--- config.mk ---
export PLATFORM = sky130hd
export DESIGN_NAME = csa_pipe_mult
export DESIGN_NICKNAME = d
export VERILOG_FILES = /design/src/rtl/mult_pkg.sv /design/src/rtl/csa_fa.sv /design/src/rtl/csa_row.sv /design/src/rtl/cla_adder.sv /design/src/rtl/csa_pipe_mult.sv
export SDC_FILE = /design/constraint.sdc
export NUM_CORES = 1
export LEC_CHECK = 0
export BUFFER_PORTS_ARGS = -buffer_cell sky130_fd_sc_hd__buf_2
export CAP_MARGIN = 20
export CORE_ASPECT_RATIO = 2
export CORE_UTILIZATION = 45
export CTS_BUF_LIST = sky130_fd_sc_hd__clkbuf_2 sky130_fd_sc_hd__clkbuf_4 sky130_fd_sc_hd__clkbuf_8
export DETAILED_ROUTE_END_ITERATION = 10
export PLACE_DENSITY = 0.66
export SKIP_CTS_REPAIR_TIMING = 1
export SLEW_MARGIN = 20
export SYNTH_ARGS = -nofsm -noshare
export SYNTH_HDL_FRONTEND = slang
export SYNTH_SLANG_ARGS = --single-unit
--- constraint.sdc ---
create_clock -name clk -period 1.3 [get_ports clk]
set_input_delay 0.13 -clock clk [delete_from_list [all_inputs] [get_ports clk]]
set_output_delay 0.13 -clock clk [all_outputs]
set_load 0.1 [all_outputs]
--- src/rtl/mult_pkg.sv ---
package mult_pkg;

  // default operand width of the multiplier
  parameter int unsigned MULT_W = 4;

  // one input register, one register per carry-save row, two final-adder stages
  function automatic int unsigned pipe_depth(int unsigned w);
    return w + 1;
  endfunction

endpackage

--- src/rtl/csa_fa.sv ---
module csa_fa (
  input  logic x,
  input  logic y,
  input  logic z,
  output logic sum,
  output logic carry
);
  // internal rail uses active-low carries and an inverted sum; outputs restored
  logic z_n;
  logic sum_n;
  logic carry_n;

  assign z_n     = ~z;
  assign sum_n   = ~(x ^ y ^ ~z_n);
  assign carry_n = ~((x & y) | (x & ~z_n) | (y & ~z_n));
  assign sum     = ~sum_n;
  assign carry   = ~carry_n;
endmodule

--- src/rtl/csa_row.sv ---
module csa_row #(
  parameter int unsigned DW = 8
) (
  input  logic [DW-1:0] s_in,
  input  logic [DW-1:0] c_in,
  input  logic [DW-1:0] pp_in,
  output logic [DW-1:0] s_out,
  output logic [DW-1:0] c_out
);
  logic [DW-2:0] cy;

  // the carry out of the top column is beyond the product width and is dropped
  for (genvar i = 0; i < DW - 1; i++) begin : g_col
    csa_fa u_fa (
      .x    (s_in[i]),
      .y    (c_in[i]),
      .z    (pp_in[i]),
      .sum  (s_out[i]),
      .carry(cy[i])
    );
  end

  assign s_out[DW-1] = s_in[DW-1] ^ c_in[DW-1] ^ pp_in[DW-1];
  assign c_out       = {cy, 1'b0};
endmodule

--- src/rtl/cla_adder.sv ---
module cla_adder #(
  parameter int unsigned W = 4
) (
  input  logic [W-1:0] x,
  input  logic [W-1:0] y,
  input  logic         cin,
  output logic [W-1:0] sum,
  output logic         cout
);
  logic [W-1:0] gen;
  logic [W-1:0] prop;
  logic [W:0]   cc;
  logic         acc;
  logic         run;

  assign gen  = x & y;
  assign prop = x ^ y;

  // each carry is a flat sum of generate terms, not a ripple chain
  always_comb begin
    cc[0] = cin;
    acc   = 1'b0;
    run   = 1'b0;
    for (int i = 0; i < W; i++) begin
      acc = gen[i];
      run = prop[i];
      for (int j = i - 1; j >= 0; j--) begin
        acc = acc | (run & gen[j]);
        run = run & prop[j];
      end
      cc[i+1] = acc | (run & cin);
    end
  end

  assign sum  = prop ^ cc[W-1:0];
  assign cout = cc[W];
endmodule

--- src/rtl/csa_pipe_mult.sv ---
module csa_pipe_mult #(
  parameter int unsigned W = mult_pkg::MULT_W
) (
  input  logic           clk,
  input  logic           rst,
  input  logic           in_valid,
  input  logic [W-1:0]   op_a,
  input  logic [W-1:0]   op_b,
  output logic           out_valid,
  output logic [2*W-1:0] product
);
  localparam int unsigned DW   = 2 * W;
  localparam int unsigned ROWS = W - 2;
  localparam int unsigned LAT  = mult_pkg::pipe_depth(W);

  function automatic logic [DW-1:0] pp_of(logic [W-1:0] a, logic [W-1:0] b, int k);
    logic [DW-1:0] t;
    t = DW'(a & {W{b[k]}});
    return t << k;
  endfunction

  // sum + carry + partial products k and above must equal the full product
  function automatic logic csa_ok(logic [DW-1:0] s, logic [DW-1:0] c,
                                  logic [W-1:0] a, logic [W-1:0] b, int k);
    logic [DW-1:0] aw;
    logic [DW-1:0] full;
    logic [DW-1:0] rest;
    aw   = DW'(a);
    full = aw * DW'(b);
    rest = (aw * (DW'(b) >> k)) << k;
    return (s + c + rest) == full;
  endfunction

  // carry-save stages 0..ROWS; operands are kept only while rows still need them
  logic          st_v [0:ROWS];
  logic [DW-1:0] st_s [0:ROWS];
  logic [DW-1:0] st_c [0:ROWS];
  logic [W-1:0]  st_a [0:ROWS-1];
  logic [W-1:0]  st_b [0:ROWS-1];

  // stage 0: register the operands and the two lowest partial products
  always_ff @(posedge clk) begin
    if (rst) begin
      st_v[0] <= 1'b0;
      st_s[0] <= '0;
      st_c[0] <= '0;
      st_a[0] <= '0;
      st_b[0] <= '0;
    end else begin
      st_v[0] <= in_valid;
      st_s[0] <= pp_of(op_a, op_b, 0);
      st_c[0] <= pp_of(op_a, op_b, 1);
      st_a[0] <= op_a;
      st_b[0] <= op_b;
    end
  end

  for (genvar r = 0; r < ROWS; r++) begin : g_row
    logic [DW-1:0] row_s;
    logic [DW-1:0] row_c;

    csa_row #(.DW(DW)) u_row (
      .s_in (st_s[r]),
      .c_in (st_c[r]),
      .pp_in(pp_of(st_a[r], st_b[r], r + 2)),
      .s_out(row_s),
      .c_out(row_c)
    );

    always_ff @(posedge clk) begin
      if (rst) begin
        st_v[r+1] <= 1'b0;
        st_s[r+1] <= '0;
        st_c[r+1] <= '0;
      end else begin
        st_v[r+1] <= st_v[r];
        st_s[r+1] <= row_s;
        st_c[r+1] <= row_c;
      end
    end

    if (r + 1 < ROWS) begin : g_keep
      always_ff @(posedge clk) begin
        if (rst) begin
          st_a[r+1] <= '0;
          st_b[r+1] <= '0;
        end else begin
          st_a[r+1] <= st_a[r];
          st_b[r+1] <= st_b[r];
        end
      end
    end


    csa_invariant_chk: assert property (@(posedge clk) disable iff (rst)
      st_v[r] |-> csa_ok(st_s[r], st_c[r], st_a[r], st_b[r], r + 2));
  end

  // final adder, first half: low bits and their carry
  logic [W-1:0] lo_sum;
  logic         lo_co;
  logic         lo_v;
  logic [W-1:0] lo_q;
  logic         lo_cq;
  logic [W-1:0] hi_s_q;
  logic [W-1:0] hi_c_q;

  cla_adder #(.W(W)) u_cla_lo (
    .x   (st_s[ROWS][W-1:0]),
    .y   (st_c[ROWS][W-1:0]),
    .cin (1'b0),
    .sum (lo_sum),
    .cout(lo_co)
  );

  always_ff @(posedge clk) begin
    if (rst) begin
      lo_v   <= 1'b0;
      lo_q   <= '0;
      lo_cq  <= 1'b0;
      hi_s_q <= '0;
      hi_c_q <= '0;
    end else begin
      lo_v   <= st_v[ROWS];
      lo_q   <= lo_sum;
      lo_cq  <= lo_co;
      hi_s_q <= st_s[ROWS][DW-1:W];
      hi_c_q <= st_c[ROWS][DW-1:W];
    end
  end

  // final adder, second half: high bits with the registered carry
  logic [W-1:0] hi_sum;
  logic         hi_co;

  cla_adder #(.W(W)) u_cla_hi (
    .x   (hi_s_q),
    .y   (hi_c_q),
    .cin (lo_cq),
    .sum (hi_sum),
    .cout(hi_co)
  );

  always_ff @(posedge clk) begin
    if (rst) begin
      out_valid <= 1'b0;
      product   <= '0;
    end else begin
      out_valid <= lo_v;
      if (lo_v) product <= {hi_sum, lo_q};
    end
  end


  low_half_chk: assert property (@(posedge clk) disable iff (rst)
    lo_v |-> {lo_cq, lo_q} == ({1'b0, $past(st_s[ROWS][W-1:0])} + {1'b0, $past(st_c[ROWS][W-1:0])}));


  final_sum_chk: assert property (@(posedge clk) disable iff (rst)
    out_valid |-> product == {W'($past(hi_s_q) + $past(hi_c_q) + W'($past(lo_cq))), $past(lo_q)});


  hi_carry_zero_chk: assert property (@(posedge clk) disable iff (rst)
    lo_v |-> !hi_co);


  reset_clear_chk: assert property (@(posedge clk)
    rst |=> (!out_valid && product == '0));


  product_hold_chk: assert property (@(posedge clk) disable iff (rst)
    (!out_valid && !$past(rst)) |-> $stable(product));

  initial begin

    depth_chk: assert (LAT == ROWS + 3);
  end
endmodule

==> flow_metrics.env, run 1 <==
export IMPL_yosysWarnings=0
export IMPL_syn_avg_cell_area_sq_um=11.3
export IMPL_relSlewSlack_pct=67.7
export IMPL_synth_seq_cells=64
export IMPL_core_area_sq_mm=0.00438
export IMPL_r2r_cells=4
export IMPL_start_kind="flip-flop"
export IMPL_syn_area_sq_mm=0.00209
export IMPL_hold_start="op_b[2]"
export IMPL_busiest_layer="met2"
export IMPL_clk_path_buf_depth=2
export IMPL_grt_use_met2_pct=26.7
export IMPL_drcViolationCount=0
export IMPL_antennaDiodeCount=0
export IMPL_cts_max_level=3
export IMPL_startpoint="hi_s_q[1]"
export IMPL_pwr_density_cell_mw_per_mm2=1430
export IMPL_worst_slack_ns=-0.115
export IMPL_post_route_period_util_pct=109
export IMPL_synthTopCellsByArea="dfxtp_1 61%, nor2b_1 11%, fa_1 5.8%"
export IMPL_cts_buffers=9
export IMPL_synth_largest_area_cell="dfxtp_1"
export IMPL_ios=20
export IMPL_worstSetupPathType="reg -> reg"
export IMPL_min_period_ns=1.41
export IMPL_holdPathStages=2
export IMPL_nNetsFinal=239
export IMPL_status="finished, violations left"
export IMPL_synth_fp_nets=208
export IMPL_cts_root_buf="clkbuf_8"
export IMPL_initial_core_util_pct=47.6
export IMPL_layout_commonest_cell="dfxtp_1"
export IMPL_dp_final_hpwl_um=2130
export IMPL_antenna_found_initial=0
export IMPL_vias=1254
export IMPL_synth_edf_count=0
export IMPL_port_buffer_count=19
export IMPL_slowest_stage="or4_4"
export IMPL_clk_pin_slew_ns=0.07
export IMPL_dieArea_sq_mm=0.00493
export IMPL_fp_dieH_um=98.3
export IMPL_grt_pass1_vias=1292
export IMPL_fmax_mhz=707
export IMPL_yosysUniqueCellTypes=22
export IMPL_clkLatencyLatePin_ns=0.32
export IMPL_max_cap_violations=0
export IMPL_drt_iter0_drc=6
export IMPL_synth_main_ff_cell="dfxtp_1"
export IMPL_grt_setup_unrepaired="true"
export IMPL_ant_nets=0
export IMPL_power_leakage_nw=1.03
export IMPL_vias_per_cell=4.58
export IMPL_synth_cells=184
export IMPL_holdWs_ns=0.00900
export IMPL_cts_tree="yes"
export IMPL_hp_class="in -> reg"
export IMPL_setup_viol_count_final=1
export IMPL_async_reset_ff_share_pct=0
export IMPL_dp_slack_ns=-0.177
export IMPL_grt_use_met1_pct=11.5
export IMPL_power_total_w=0.00362
export IMPL_tns_ns=-0.115
export IMPL_drt_pass1_iter_count=3
export IMPL_clock_sinks=64
export IMPL_violations="negative setup slack"
export IMPL_critPathMaxStageDelay_ns=0.50
export IMPL_synth_yosys_seq_area_share_pct=61.4
export IMPL_drive_above_1_share_pct=25.5
export IMPL_crit_required_ns=1.53
export IMPL_cp_data_arrival_time_ns=1.65
export IMPL_max_vdd_ir_drop_uv=854
export IMPL_grt_max_degree=23
export IMPL_fillers=378
export IMPL_drv_slew=0
export IMPL_cp_cell_sequence="ha_4 > a21o_1 > or4_4 > o311ai_4"
export IMPL_grtUsageMet3_pct=3.27
export IMPL_fp_dieW_um=50.1
export IMPL_row_count=34
export IMPL_reg2reg_from="hi_s_q[1]"
export IMPL_wirelength_um=3030
export IMPL_final_cell_mix="58 x dfxtp_1, 36 x nor2b_1, 19 x buf_2"
export IMPL_worstMarginPinSlew_ns=0.488
export IMPL_wl_per_cell_um=11.1
export IMPL_grt_ovfl_total=0
export IMPL_synth_top_area_share_pct=61.4
export IMPL_grt_pass1_wl_um=5090
export IMPL_area_delta_synth_final_pct=21.4
export IMPL_crit_fanout=3
export IMPL_hold_viol=0
export IMPL_grtUsageTotal_pct=14.5
export IMPL_endpoint_kind="flip-flop"
export IMPL_skew_ns=0.00731
export IMPL_routabilityCongestion=0.709
==> cell families after synthesis <==
family / after synthesis / synth area share [%]
AO/OA/AOI/OAI: 6 / 2.04
flip-flops: 64 / 61.4
XOR/XNOR: 1 / 0.420
multiplexers: 5 / 2.40
buffers and inverters: 22 / 4.14
adder cells (fa/ha/maj): 13 / 9.96
AND/OR/NAND/NOR: 73 / 19.6
==> state kept, by name, indices dropped and copies added, names as in the netlist <==
signal and flops:
hi_c_q 3, hi_s_q 3, lo_cq 1, lo_q 4, lo_v 1, out_valid 1
product 8, st_a 8, st_b 3, st_c 12, st_s 17, st_v 3
==> metrics by stage <==
step | instance area, sq um | instances | util (%)
finish | 2530 | 274 | 57.8
global route | 2530 | 274 | 57.8
detailed placement | 2280 | 257 | 52.1
CTS | 2460 | 273 | 56.2
floorplan | 2090 | 184 | -
global placement | 2280 | 257 | 52.1
==> critical path: cells and delay by family (launching register included) <==
| kind | cells | cell delay, ns |
|---|---|---|
| compound gates | 2 | 0.26 |
| fa+ha+maj | 1 | 0.24 |
| flops | 1 | 0.33 |
| simple gates | 1 | 0.50 |
==> power breakdown <==
group          switching (W)  total (W)  internal, W
sequential         0.0000165    0.00203      0.00201
combinational      0.0000749   0.000134    0.0000591
clock               0.000697    0.00145     0.000757
==> area by class of cell <==
class                      instances  area [sq um]  area share (%)
clock buffer                      11           145            5.73
clock inverter                     5          32.5            1.28
inverter                          15          56.3            2.22
multi-input combinational         98           771            30.4
sequential                        64          1290            50.9
tap                               54          67.6            2.67
timing repair buffer              27           171            6.77
==> final timing paths <==
check                     to  slack [ns]
setup reg to reg  product[6]       -0.11
hold / removal    st_b[0][2]       0.009
setup / recovery  product[6]       -0.11
hold reg to reg   st_s[2][1]        0.44
==> cell usage after synthesis (2+ instances only) <==
| cell | number |
|---|---|
| inv_1 | 15 |
| buf_2 | 3 |
| fa_1 | 6 |
| dfxtp_1 | 64 |
| nand2_1 | 6 |
| nor2b_1 | 36 |
| o21ai_0 | 2 |
| ha_1 | 7 |
| and2_1 | 10 |
| mux2i_1 | 5 |
| clkbuf_1 | 3 |
| nor2_1 | 17 |
==> metal layers <==
| metal | up-vias | share of wire, % | wire (um) |
|---|---|---|---|
| li1 | 627 | - | - |
| met1 | 605 | 35 | 1080 |
| met2 | 18 | 60 | 1830 |
| met3 | 4 | 2.4 | 72 |
| met4 | 0 | 1.8 | 56 |
| met5 | - | 0 | 0 |
(Power assumes the default switching activity.)
==> run 2: changes to the inputs <==
Settings changed: SETUP_SLACK_MARGIN from default to 0.15.
==> flow_metrics.env, run 2 (synthesis results as in run 1) <==
export IMPL_drive_above_1_share_pct=33.0
export IMPL_status="finished, violations left"
export IMPL_cts_max_level=3
export IMPL_cts_buffers=9
export IMPL_port_buffer_count=19
export IMPL_row_count=34
export IMPL_endpoint_kind="flip-flop"
export IMPL_fmax_mhz=699
export IMPL_worstSetupPathType="reg -> reg"
export IMPL_cp_cell_sequence="ha_4 > a21o_1 > or4_4 > o311ai_4"
export IMPL_tns_ns=-0.130
export IMPL_worstMarginPinSlew_ns=0.303
export IMPL_final_cell_mix="51 x dfxtp_1, 36 x nor2b_1, 17 x nor2_1"
export IMPL_crit_required_ns=1.55
export IMPL_largest_register_ffs=17
export IMPL_drcViolationCount=0
export IMPL_wl_per_cell_um=12.0
export IMPL_routabilityCongestion=0.740
export IMPL_drt_iter0_drc=11
export IMPL_grt_setup_unrepaired="true"
export IMPL_grt_pass1_wl_um=5180
export IMPL_min_period_ns=1.43
export IMPL_post_route_period_util_pct=110
export IMPL_max_cap_violations=0
export IMPL_hold_viol=0
export IMPL_clock_sinks=64
export IMPL_ant_nets=0
export IMPL_critPathMaxStageDelay_ns=0.51
export IMPL_dp_final_hpwl_um=2220
export IMPL_crit_fanout=3
export IMPL_setup_viol_count_final=1
export IMPL_slowest_stage="or4_4"
export IMPL_cts_tree="yes"
export IMPL_grt_ovfl_total=0
export IMPL_cp_data_arrival_time_ns=1.68
export IMPL_regMostFlops="st_s"
export IMPL_fp_dieH_um=98.3
export IMPL_power_leakage_nw=1.07
export IMPL_core_area_sq_mm=0.00438
export IMPL_grt_max_degree=20
export IMPL_initial_core_util_pct=47.6
export IMPL_violations="negative setup slack"
export IMPL_pwr_density_cell_mw_per_mm2=1510
export IMPL_routed_wl_met2_um=1950
export IMPL_drt_met1_wl_um=1100
export IMPL_worst_slack_ns=-0.130
export IMPL_cts_root_buf="clkbuf_8"
export IMPL_vias=1270
export IMPL_dp_slack_ns=-0.221
export IMPL_skew_ns=0.00681
export IMPL_drt_pass1_iter_count=4
export IMPL_critPathBufInv=0
export IMPL_nNetsFinal=240
export IMPL_top_layer="met4"
export IMPL_wl_met3_um=128
export IMPL_antennaDiodeCount=0
export IMPL_relSlewSlack_pct=79.9
export IMPL_start_kind="flip-flop"
export IMPL_cp_top_family="simple AND/OR/NAND/NOR gates"
export IMPL_wirelength_um=3310
export IMPL_area_delta_synth_final_pct=27.1
export IMPL_hp_class="in -> reg"
export IMPL_antenna_found_initial=0
export IMPL_clkLatencyLatePin_ns=0.33
export IMPL_drv_slew=0
export IMPL_grt_pass1_vias=1255
export IMPL_ios=20
export IMPL_dieArea_sq_mm=0.00493
export IMPL_vias_per_cell=4.62
export IMPL_largestRegisters="st_s x17, st_c x12"
export IMPL_reg2reg_slack_ns=-0.13
export IMPL_clk_pin_slew_ns=0.07
export IMPL_grtUsageTotal_pct=14.9
export IMPL_fp_dieW_um=50.1
export IMPL_max_vdd_ir_drop_uv=1580
export IMPL_layout_commonest_cell="dfxtp_1"
export IMPL_fillers=375
export IMPL_clk_path_buf_depth=2
## run 2: changes by cell type in the layout (fill, tap and decap cells not counted), sizes merged
cell and change:
buf -5, clkbuf +5, bufinv +2, clkinvlp -2, clkinv +1
## run 2: layout make-up
| cell class | count | area, sq um | share of cell area, % |
|---|---|---|---|
| clock inverters | 6 | 82.6 | 3.11 |
| flip-flops and latches | 64 | 1300 | 49.1 |
| multi-input cells | 98 | 803 | 30.3 |
| repair buffers | 28 | 201 | 7.60 |
| inverters | 15 | 56.3 | 2.12 |
| well taps | 54 | 67.6 | 2.55 |
| clock buffers | 10 | 138 | 5.19 |
## run 2: path summary, 6_finish.rpt
path / cells past startpoint / from / end
max: 4 / hi_s_q[1] / product[6]
min reg2reg: 1 / st_c[2][3] / hi_c_q[0]
max reg2reg: 4 / hi_s_q[1] / product[6]
min: 2 / op_b[2] / st_b[0][2]
## run 2: through the flow
stage	cells	hold slack [ns]	total power (W)	cell area, sq um	utilization, %
finish	275	0.00590	0.00401	2650	60.5
global route	275	0.00123	0.00417	2650	60.5
CTS	273	-0.00826	0.00406	2510	57.4
detailed placement	257	0.350	0.00221	2290	52.4
global placement	257	0.338	0.00220	2290	52.4
floorplan	184	0.252	0.00216	2100	-
## run 2: report_power, final
part / leakage (nW) / switching (W) / internal, W
registers: 0.528 / 0.0000188 / 0.00201
clock network: 0.112 / 0.000718 / 0.00112
logic: 0.428 / 0.0000759 / 0.0000628
## run 2: metal layers
metal / GRT usage [%] / up-vias
met2: 25.8 / 30
met1: 12.4 / 601
met3: 6.23 / 10
met5: 0 / -
met4: 12.1 / 0
li1: - / 629
==> run 3: changes to the inputs <==
Settings changed: ABC_AREA from default to 1, CORE_MARGIN from default to 2.
==> flow_metrics.env, run 3 <==
export IMPL_status="finished clean"
export IMPL_largestRegisters="st_s x17, st_c x12"
export IMPL_fin_cells=321
export IMPL_crit_top_cell="inv_1"
export IMPL_hold_viol=0
export IMPL_endpoint_kind="flip-flop"
export IMPL_drt_pass1_iter_count=3
export IMPL_fp_dieH_um=102
export IMPL_syn_area_sq_mm=0.00217
export IMPL_reg2reg_slack_ns=0.11
export IMPL_area_delta_synth_final_pct=16.8
export IMPL_crit_fanout=2
export IMPL_synthTopCellsByArea="dfxtp_1 59%, nor2_1 10%, inv_1 9.9%"
export IMPL_final_area_sq_mm=0.00253
export IMPL_synth_largest_area_cell="dfxtp_1"
export IMPL_place_area_sq_mm=0.00230
export IMPL_crit_required_ns=1.51
export IMPL_cp_cell_sequence="inv_1 > fa_2 > xnor2_1 > o21ai_1 > inv_1"
export IMPL_reg2reg_from="hi_c_q[0]"
export IMPL_setup_viol_count_final=0
export IMPL_nNetsFinal=286
export IMPL_worstMarginPinSlew_ns=0.301
export IMPL_grt_max_degree=57
export IMPL_grt_ovfl_total=0
export IMPL_fin_util_pct=54.6
export IMPL_fmax_mhz=842
export IMPL_fp_dieW_um=53.1
export IMPL_largest_register_ffs=17
export IMPL_drive_above_1_share_pct=21.4
export IMPL_r2r_cells=5
export IMPL_min_period_ns=1.19
export IMPL_layout_commonest_cell="nor2_1"
export IMPL_grt_pass1_wl_um=4780
export IMPL_cts_max_level=3
export IMPL_antenna_found_initial=0
export IMPL_drv_slew=0
export IMPL_port_buffer_count=19
export IMPL_ant_nets=0
export IMPL_critPathBufInv=2
export IMPL_grtUsageTotal_pct=12.5
export IMPL_synth_edf_count=0
export IMPL_synth_seq_cells=64
export IMPL_skew_ns=0.00526
export IMPL_synth_fp_nets=262
export IMPL_cp_top_family="adder cells"
export IMPL_start_kind="flip-flop"
export IMPL_synth_cells=238
export IMPL_clock_sinks=64
export IMPL_yosysMostFrequentCell="dfxtp_1"
export IMPL_wirelength_um=2790
export IMPL_clk_pin_slew_ns=0.06
export IMPL_worstSetupPathType="reg -> reg"
export IMPL_hp_class="in -> reg"
export IMPL_max_cap_violations=0
export IMPL_regMostFlops="st_s"
export IMPL_async_reset_ff_share_pct=0
export IMPL_ys_top_cells_by_count="64 x dfxtp_1, 60 x nor2_1, 57 x inv_1"
export IMPL_vias_per_cell=4.25
export IMPL_power_leakage_nw=1.12
export IMPL_clk_path_buf_depth=2
export IMPL_syn_avg_cell_area_sq_um=9.12
export IMPL_cts_tree="yes"
export IMPL_wl_per_cell_um=8.69
export IMPL_routabilityCongestion=0.744
export IMPL_dp_final_hpwl_um=1900
export IMPL_drt_iter0_drc=22
export IMPL_core_area_sq_mm=0.00464
export IMPL_cp_data_arrival_time_ns=1.40
export IMPL_post_route_period_util_pct=91.4
export IMPL_yosysUniqueCellTypes=14
export IMPL_yosysWarnings=0
export IMPL_max_vdd_ir_drop_uv=985
export IMPL_synth_top_area_share_pct=59.1
export IMPL_final_cell_mix="60 x nor2_1, 57 x inv_1, 51 x dfxtp_1"
export IMPL_clkLatencyLatePin_ns=0.32
export IMPL_initial_core_util_pct=46.7
export IMPL_row_count=35
export IMPL_r2r_end="product[5]"
export IMPL_cts_buffers=9
export IMPL_dp_cells=306
export IMPL_synth_yosys_seq_area_share_pct=59.1
export IMPL_critPathMaxStageDelay_ns=0.38
export IMPL_cts_root_buf="clkbuf_8"
export IMPL_grt_pass1_vias=1245
export IMPL_antennaDiodeCount=0
export IMPL_synth_main_ff_cell="dfxtp_1"
export IMPL_slowest_stage="fa_2"
export IMPL_hold_start="op_b[2]"
export IMPL_grt_setup_unrepaired="true"
export IMPL_pwr_density_cell_mw_per_mm2=1440
export IMPL_ios=20
export IMPL_holdPathEnd="st_b[0][2]"
export IMPL_drcViolationCount=0
export IMPL_vias=1363
export IMPL_dieArea_sq_mm=0.00543
export IMPL_holdPathStages=3
export IMPL_tns_ns=0
export IMPL_relSlewSlack_pct=80.0
## run 3: cell types whose count changed after synthesis, moves of 4 or more
cell     before  now
inv_1        15   57
nand2_1       6   12
nand3_1       0    4
nor2b_1      36    0
nor3_1        0    8
mux2i_1       5    0
buf_6         0    5
o21ai_0       2    7
nor2_1       17   60
and2_1       10    0
## run 3: final cells by class
type	instances	area (sq um)
well taps	55	68.8
repair buffers	21	145
multi-input cells	109	636
clock inverters	4	20.0
flip-flops and latches	64	1300
inverters	57	214
fillers	437	2110
clock buffers	11	151
## run 3: where the power goes
part / total (W) / internal [W] / switching (W) / leakage, nW
logic: 0.000176 / 0.0000561 / 0.000120 / 0.501
clock network: 0.00143 / 0.000770 / 0.000662 / 0.0947
registers: 0.00204 / 0.00202 / 0.0000201 / 0.528
## run 3: metrics by stage
step                setup slack [ns]  total power (W)  hold slack [ns]
detailed placement             0.107          0.00226            0.335
CTS                           0.0864          0.00371          -0.0106
finish                         0.112          0.00365          0.00351
global placement               0.135          0.00225            0.329
floorplan                      0.189          0.00222            0.237
global route                  0.0420          0.00381           0.0101
## run 3: cell families after synthesis
group	after synthesis	synth area share, %
buf+inv	65	13.1
flops	64	59.1
fa+ha+maj	13	9.57
xor+xnor	1	0.404
simple gates	85	15.5
compound gates	10	2.31
## run 3: worst max-delay path by stage
| stage | depth (start not counted) | endpoint | startpoint |
|---|---|---|---|
| 6_report | 5 | product[5] | hi_c_q[0] |
| 5_1_grt | 5 | product[5] | hi_c_q[0] |
| 4_1_cts | 1 | product[5] | product[5] |
| 3_5_place_dp | 3 | st_s[2][5] | st_b[1][3] |
| 3_3_place_gp | 5 | product[5] | lo_cq |
| 2_1_floorplan | 5 | product[5] | lo_cq |
## run 3: worst min-delay path: stages
cell and delay [ns]:
buf_2 0.09, inv_1 0.04, nor2_1 0.03
## run 3: layer usage
metal / track usage [%] / up-vias / wire length, um
met3: 4.39 / 7 / 109
met5: 0 / - / 0
met1: 10.4 / 601 / 1030
li1: - / 729 / -
met2: 23.0 / 26 / 1550
met4: 8.88 / 0 / 97
